$ cat config.mk
export PLATFORM = sky130hd
export DESIGN_NAME = iq_dispatcher
export DESIGN_NICKNAME = d
export VERILOG_FILES = /design/src/rtl/iq_pkg.sv /design/src/rtl/iq_fifo.sv /design/src/rtl/iq_decode.sv /design/src/rtl/iq_dispatcher.sv
export SDC_FILE = /design/constraint.sdc
export NUM_CORES = 1
export LEC_CHECK = 0
export BUFFER_PORTS_ARGS = -buffer_cell sky130_fd_sc_hd__buf_2
export CORE_ASPECT_RATIO = 0.7
export CORE_MARGIN = 1
export CORE_UTILIZATION = 45
export DETAILED_ROUTE_END_ITERATION = 10
export HOLD_SLACK_MARGIN = 0.15
export PLACE_DENSITY = 0.74
export SKIP_LAST_GASP = 1
export SYNTH_ARGS = -nofsm -noshare
export SYNTH_HDL_FRONTEND = slang
export SYNTH_HIERARCHICAL = 1
export SYNTH_SLANG_ARGS = --single-unit
$ cat constraint.sdc
create_clock -name clk -period 4.4 [get_ports clk]
set_input_delay 0.88 -clock clk [delete_from_list [all_inputs] [get_ports clk]]
set_output_delay 0.88 -clock clk [all_outputs]
set_load 0.01 [all_outputs]
$ cat src/rtl/iq_pkg.sv
package iq_pkg;
  localparam logic [3:0] OPC_DELAY   = 4'h1;
  localparam logic [3:0] OPC_REPEAT  = 4'h2;
  localparam logic [3:0] OPC_WAIT    = 4'h3;
  localparam logic [3:0] OPC_RELEASE = 4'h4;

  typedef enum logic [2:0] {
    K_FUNC, K_DELAY, K_REPEAT, K_WAIT, K_RELEASE
  } kind_e;

  typedef enum logic [1:0] {
    S_RUN, S_DELAY, S_REP, S_PARK
  } state_e;
endpackage

$ cat src/rtl/iq_fifo.sv
module iq_fifo #(
  parameter int W     = 32,
  parameter int DEPTH = 16
) (
  input  logic         clk,
  input  logic         rst,
  input  logic         wr_en,
  input  logic [W-1:0] wr_data,
  input  logic         rd_en,
  output logic [W-1:0] head,
  output logic         full,
  output logic         empty
);
  localparam int PW = $clog2(DEPTH);
  localparam int CW = $clog2(DEPTH + 1);
  localparam logic [CW-1:0] CNT_MAX = CW'(DEPTH);

  logic [W-1:0]  mem [DEPTH];
  logic [PW-1:0] wp, rp;
  logic [CW-1:0] cnt;
  logic          do_wr;

  assign full  = (cnt == CNT_MAX);
  assign empty = (cnt == '0);
  assign do_wr = wr_en && !full;
  assign head  = mem[rp];

  always_ff @(posedge clk) begin
    if (do_wr) mem[wp] <= wr_data;
  end

  always_ff @(posedge clk) begin
    if (rst) begin
      wp  <= '0;
      rp  <= '0;
      cnt <= '0;
    end else begin
      if (do_wr) wp <= wp + 1'b1;
      if (rd_en) rp <= rp + 1'b1;
      case ({do_wr, rd_en})
        2'b10:   cnt <= cnt + 1'b1;
        2'b01:   cnt <= cnt - 1'b1;
        default: cnt <= cnt;
      endcase
    end
  end

  // the dispatcher never consumes from an empty queue
  a_r2_no_underread: assert property (@(posedge clk) disable iff (rst)
    rd_en |-> !empty);
  // a write while full and not reading leaves the queue full
  a_r10_no_overflow: assert property (@(posedge clk) disable iff (rst)
    (wr_en && full && !rd_en) |=> full);
endmodule

$ cat src/rtl/iq_decode.sv
module iq_decode
  import iq_pkg::*;
(
  input  logic [3:0]  opc,
  input  logic [15:0] arg,
  output kind_e       kind,
  output logic [15:0] delay_n,
  output logic [7:0]  rep_n,
  output logic [7:0]  rep_d
);
  always_comb begin
    case (opc)
      OPC_DELAY:   kind = K_DELAY;
      OPC_REPEAT:  kind = K_REPEAT;
      OPC_WAIT:    kind = K_WAIT;
      OPC_RELEASE: kind = K_RELEASE;
      default:     kind = K_FUNC;
    endcase
  end

  assign delay_n = arg;
  assign rep_n   = arg[15:8];
  assign rep_d   = arg[7:0];
endmodule

$ cat src/rtl/iq_dispatcher.sv
module iq_dispatcher
  import iq_pkg::*;
#(
  parameter int W       = 32,
  parameter int DEPTH   = 16,
  parameter int GATE_TH = 4
) (
  input  logic         clk,
  input  logic         rst,
  input  logic         fetch_we,
  input  logic [W-1:0] fetch_word,
  output logic         fetch_full,
  input  logic         run,
  output logic         issue_valid,
  output logic [W-1:0] issue_word,
  input  logic         barrier_in,
  output logic         barrier_out,
  output logic         slice_clk_en,
  output logic         underflow_err
);
  localparam int CNT_W = 16;
  localparam logic [CNT_W-1:0] GATE_LIM = CNT_W'(GATE_TH);

  logic [W-1:0]     head;
  logic             empty, pop;
  kind_e            kind;
  logic [15:0]      delay_n;
  logic [7:0]       rep_n, rep_d;
  state_e           st;
  logic [CNT_W-1:0] cnt;
  logic [7:0]       rep_left, rep_gap;
  logic [W-1:0]     last_word;
  logic             take;

  iq_fifo #(.W(W), .DEPTH(DEPTH)) u_fifo (
    .clk(clk), .rst(rst), .wr_en(fetch_we), .wr_data(fetch_word),
    .rd_en(pop), .head(head), .full(fetch_full), .empty(empty)
  );

  iq_decode u_dec (
    .opc(head[W-1:W-4]), .arg(head[15:0]), .kind(kind),
    .delay_n(delay_n), .rep_n(rep_n), .rep_d(rep_d)
  );

  assign take = (st == S_RUN) && run && !empty;
  assign pop  = (take && kind != K_WAIT) || (st == S_PARK && barrier_in);

  always_ff @(posedge clk) begin
    if (rst) begin
      st            <= S_RUN;
      cnt           <= '0;
      rep_left      <= '0;
      rep_gap       <= '0;
      last_word     <= '0;
      issue_valid   <= 1'b0;
      issue_word    <= '0;
      barrier_out   <= 1'b0;
      slice_clk_en  <= 1'b1;
      underflow_err <= 1'b0;
    end else begin
      issue_valid <= 1'b0;
      barrier_out <= 1'b0;
      case (st)
        S_RUN: begin
          if (take) begin
            case (kind)
              K_FUNC: begin
                issue_valid <= 1'b1;
                issue_word  <= head;
                last_word   <= head;
              end
              K_DELAY: if (delay_n != '0) begin
                cnt <= delay_n;
                st  <= S_DELAY;
                if (delay_n > GATE_LIM) slice_clk_en <= 1'b0;
              end
              K_REPEAT: if (rep_n != '0) begin
                rep_left <= rep_n;
                rep_gap  <= rep_d;
                cnt      <= {8'b0, rep_d};
                st       <= S_REP;
              end
              K_WAIT:    st <= S_PARK;
              K_RELEASE: barrier_out <= 1'b1;
              default: ;
            endcase
          end else if (run && empty) begin
            underflow_err <= 1'b1;
          end
        end
        S_DELAY: begin
          cnt <= cnt - 1'b1;
          if (cnt == 16'd1) begin
            st           <= S_RUN;
            slice_clk_en <= 1'b1;
          end
        end
        S_REP: begin
          if (cnt == '0) begin
            issue_valid <= 1'b1;
            issue_word  <= last_word;
            cnt         <= {8'b0, rep_gap};
            rep_left    <= rep_left - 1'b1;
            if (rep_left == 8'd1) st <= S_RUN;
          end else begin
            cnt <= cnt - 1'b1;
          end
        end
        S_PARK: if (barrier_in) st <= S_RUN;
        default: st <= S_RUN;
      endcase
    end
  end

  // nothing is dispatched while a delay counts down
  a_r3_delay_silent: assert property (@(posedge clk) disable iff (rst)
    (st == S_DELAY) |=> !issue_valid);
  // no dispatch while the slice clock is gated
  a_r4_gated_idle: assert property (@(posedge clk) disable iff (rst)
    !slice_clk_en |-> !issue_valid);
  // a due re-issue carries the last dispatched word
  a_r5_reissue_word: assert property (@(posedge clk) disable iff (rst)
    (st == S_REP && cnt == '0) |=> (issue_valid && issue_word == $past(last_word)));
  // a parked queue stays parked and silent without a release
  a_r6_park_hold: assert property (@(posedge clk) disable iff (rst)
    (st == S_PARK && !barrier_in) |=> (st == S_PARK && !issue_valid));
  // the underflow flag is sticky
  a_r9_sticky_err: assert property (@(posedge clk) disable iff (rst)
    underflow_err |=> underflow_err);
endmodule

==> flow_metrics.py <==
metrics = {
    "outcome": {
        "outcome": "completed",
    },
    "global_routing": {
        "antenna_found_initial": 8,
        "grt_usage_pct": 20.4,
        "grt-ovfl-total": 0,
        "grt_pass1_wl_um": 87300,
        "grt_pass1_vias": 13600,
        "grt_max_degree": 72,
    },
    "power": {
        "p_leak_nw": 9.14,
        "ir_drop_v": 0.000443,
        "p_seq_share_pct": 43.1,
        "p_clk_share_pct": 28.3,
        "power_density_nw_per_um2": 582,
        "intPower_mw": 11.3,
        "total_power_mw": 16.8,
        "p_sw_mw": 5.42,
        "p_comb_share_pct": 28.6,
        "switching_share_pct": 32.3,
    },
    "finish": {
        "instances_no_fill": 2320,
        "drive_gt1_share_pct": 24.5,
        "fillers": 4476,
        "layout.nets": 1579,
        "syn2layout_area_growth_pct": 11.3,
        "antenna_cells": 0,
        "fin_util_pct": 50.7,
    },
    "clock_tree": {
        "cts-root-buf": "clkbuf_16",
        "cts_buffers": 54,
        "htreeDepth": 2,
        "holdBufCountCts": 0,
        "clk_latency_ps": 620,
        "path_clk_slew_ps": 70,
        "cts_buffer_depth": 3,
        "cts_tree": "yes",
        "clkSinkCount": 631,
    },
    "synth": {
        "synth.net_count": 1513,
        "netlist_area_um2": 25900,
        "synth_area_per_cell_um2": 17.7,
        "ys_ff_latch": 631,
        "ys.flop_type": "edfxtp_1",
        "synth-edff-count": 512,
        "ys_seq_area_share_pct": 68.6,
        "yosys_warnings": 6,
        "ys_types": 68,
        "synthArstFlopShare_pct": 0,
        "synth_cells": 1458,
    },
    "floorplanning": {
        "die_w_um": 289,
        "initial_core_util_pct": 45.5,
        "coreArea_um2": 56800,
        "die-area_um2": 58500,
        "io_pins": 74,
        "die_h_um": 203,
        "rows": 73,
    },
    "detailed_routing": {
        "wl_per_cell_um": 25.8,
        "drc_errors": 0,
        "first_iter_violations": 1293,
        "dr.pass1.iters": 5,
        "vias": 13900,
        "routed_wl_um": 59800,
        "vias_per_cell": 5.98,
        "ant_nets": 0,
    },
    "sta": {
        "finalSetupViolations": 0,
        "worstMarginPinSlew_ps": 923,
        "fmax_mhz": 238,
        "period_needed_ps": 4190,
        "hold_viol": 0,
        "setup_tns_ps": 0,
        "drv_slew": 0,
        "rsz0062_at_grt": "false",
        "slew_headroom_pct": 38.3,
        "finClkSkew_ps": 30.4,
        "fin_crit_sh_pct": 95.3,
    },
    "placement": {
        "place_inst": 2217,
        "port_buffers": 73,
        "gp_congestion": 0.884,
        "dpl.hpwl_um": 34000,
    },
    "setup_path": {
        "worstRegToRegCells": 10,
        "arrival_ps": 4690,
        "rr_endpoint": "cnt[13]",
        "worstPathRequired_ps": 4890,
        "critPathMaxFanout": 14,
        "worst_setup_path_end_kind": "register",
        "worst-r2r-setup-slack_ps": 210,
        "cp-start-kind": "register",
        "critPathKind": "reg2reg",
    },
    "job": {
        "cap_viol_max_count": 0,
    },
    "worst_hold_path": {
        "whs_path_depth": 2,
        "min_from": "last_word[8]",
        "whs_endpoint": "last_word[8]",
        "min_path_type": "reg2reg",
    },
}
-- cell families after synthesis --
family | synth area share [%]
AND/OR/NAND/NOR | 4.87
multiplexers | 16.8
flip-flops | 68.6
buffers and inverters | 3.19
XOR/XNOR | 0.372
AO/OA/AOI/OAI | 5.26
adder cells (fa/ha/maj) | 0.871
-- Yosys cell counts, drive strengths merged (2+ instances only) --
master / instances / area, um^2
mux4: 160 / 3790
o41ai: 2 / 17.5
nor2b: 6 / 37.5
a2111oi: 2 / 18.8
nor2: 90 / 338
o31ai: 2 / 15.0
o32a: 2 / 20.0
o21ai: 13 / 65.1
and3b: 2 / 17.5
nand2b: 8 / 50.1
xnor2: 4 / 35.0
clkbuf: 42 / 158
or3: 5 / 31.3
dfxtp: 119 / 2380
a311o: 3 / 30.0
nor3: 15 / 80.1
xor2: 7 / 61.3
inv: 30 / 113
buf: 70 / 552
a211o: 2 / 17.5
or2: 3 / 18.8
and4: 3 / 26.3
nand4: 3 / 25.0
a211oi: 38 / 425
a32oi: 8 / 70.1
mux2i: 52 / 521
mux2: 3 / 33.8
nor3b: 4 / 30.0
a21o: 2 / 15.0
nor4b: 7 / 88.8
ha: 18 / 225
o21a: 2 / 15.0
o32ai: 18 / 158
edfxtp: 512 / 15400
o211ai: 5 / 42.5
a21oi: 70 / 354
and3: 3 / 18.8
nand3b: 2 / 15.0
or4: 3 / 22.5
nand3: 6 / 30.0
nand2: 90 / 338
a31oi: 3 / 18.8
nor4: 9 / 75.1
-- placed cells by master, fill, tap and decap left out, types with 10 or more instances in the layout --
| master | Yosys | layout |
|---|---|---|
| o32ai_1 | 18 | 18 |
| a21oi_1 | 69 | 69 |
| mux4_2 | 110 | 110 |
| a211oi_1 | 10 | 10 |
| nand2_1 | 90 | 90 |
| mux4_1 | 50 | 50 |
| clkbuf_1 | 42 | 15 |
| inv_1 | 30 | 30 |
| buf_2 | 6 | 72 |
| edfxtp_1 | 512 | 512 |
| nor2_4 | 0 | 12 |
| mux2i_1 | 52 | 52 |
| nor2_1 | 90 | 77 |
| o21ai_0 | 11 | 11 |
| a211oi_2 | 28 | 28 |
| dfxtp_1 | 119 | 115 |
| nor3_1 | 14 | 10 |
| ha_1 | 18 | 16 |
| buf_4 | 36 | 44 |
| clkbuf_16 | 0 | 54 |
-- how the worst max path moves through the flow --
stage / start / to
after floorplan: register / u_fifo/cnt[4]
after global placement: register / u_fifo/cnt[4]
after detailed placement: register / u_fifo/cnt[4]
after CTS: register / u_fifo/cnt[4]
after global routing: register / cnt[6]
final: register / cnt[13]
-- sequential cells by signal, summed over array words and instances, names as in the netlist, 2 cells and up, named ones only --
signal,count
u_fifo/mem,512
issue_word,32
last_word,32
cnt,16
rep_gap,8
rep_left,8
u_fifo/cnt,5
u_fifo/rp,4
u_fifo/wp,4
st,2
-- metal layers --
layer | GRT usage [%] | up-vias | share of wire (%)
met4 | 5.96 | 12 | 2.7
met3 | 5.62 | 135 | 10
met5 | 0 | - | 0.14
met2 | 31.6 | 634 | 46
met1 | 28.1 | 7131 | 41
li1 | - | 5963 | -
-- stage by stage --
stage / instance area (um^2) / setup WS [ps] / hold slack [ps]
detailed placement: 27000 / 184 / 446
CTS: 28800 / 133 / 455
global route: 28800 / 39.0 / 470
floorplan: 25900 / 118 / 436
global placement: 27000 / 233 / 441
finish: 28800 / 206 / 452
-- repair_timing --
item,in CTS,in global routing
buffers inserted,0,1
setup endpoints to repair,0,15
gates resized for setup,0,3
-- power by group through the flow --
stage,Combinational [mW],Clock (mW),Sequential [mW]
4_1_cts,4.71,4.82,7.23
3_3_place_gp,4.57,0,7.33
2_1_floorplan,3.67,0,7.27
3_5_place_dp,4.67,0,7.36
6_report,4.80,4.74,7.23
5_1_grt,5.14,5.02,7.28
-- cell type report --
type	count	area [um^2]	area share (%)
Clock buffer	72	1450	5.03
Tap cell	750	938	3.26
Multi-Input combinational cell	684	7420	25.8
Clock inverter	30	300	1.04
Inverter	31	116	0.404
Sequential cell	631	17800	61.7
Timing Repair Buffer	122	806	2.80
-- critical path: stages, from the launching register on --
cell and delay [ps]:
dfxtp_4 520, buf_8 220, mux4_2 520, mux4_2 580, nor4b_2 220, buf_4 170, or2_2 290, o32a_1 310
a211oi_1 490, nand2_1 460, o32ai_1 270
Note: power is estimated with default switching activity, not from simulation.
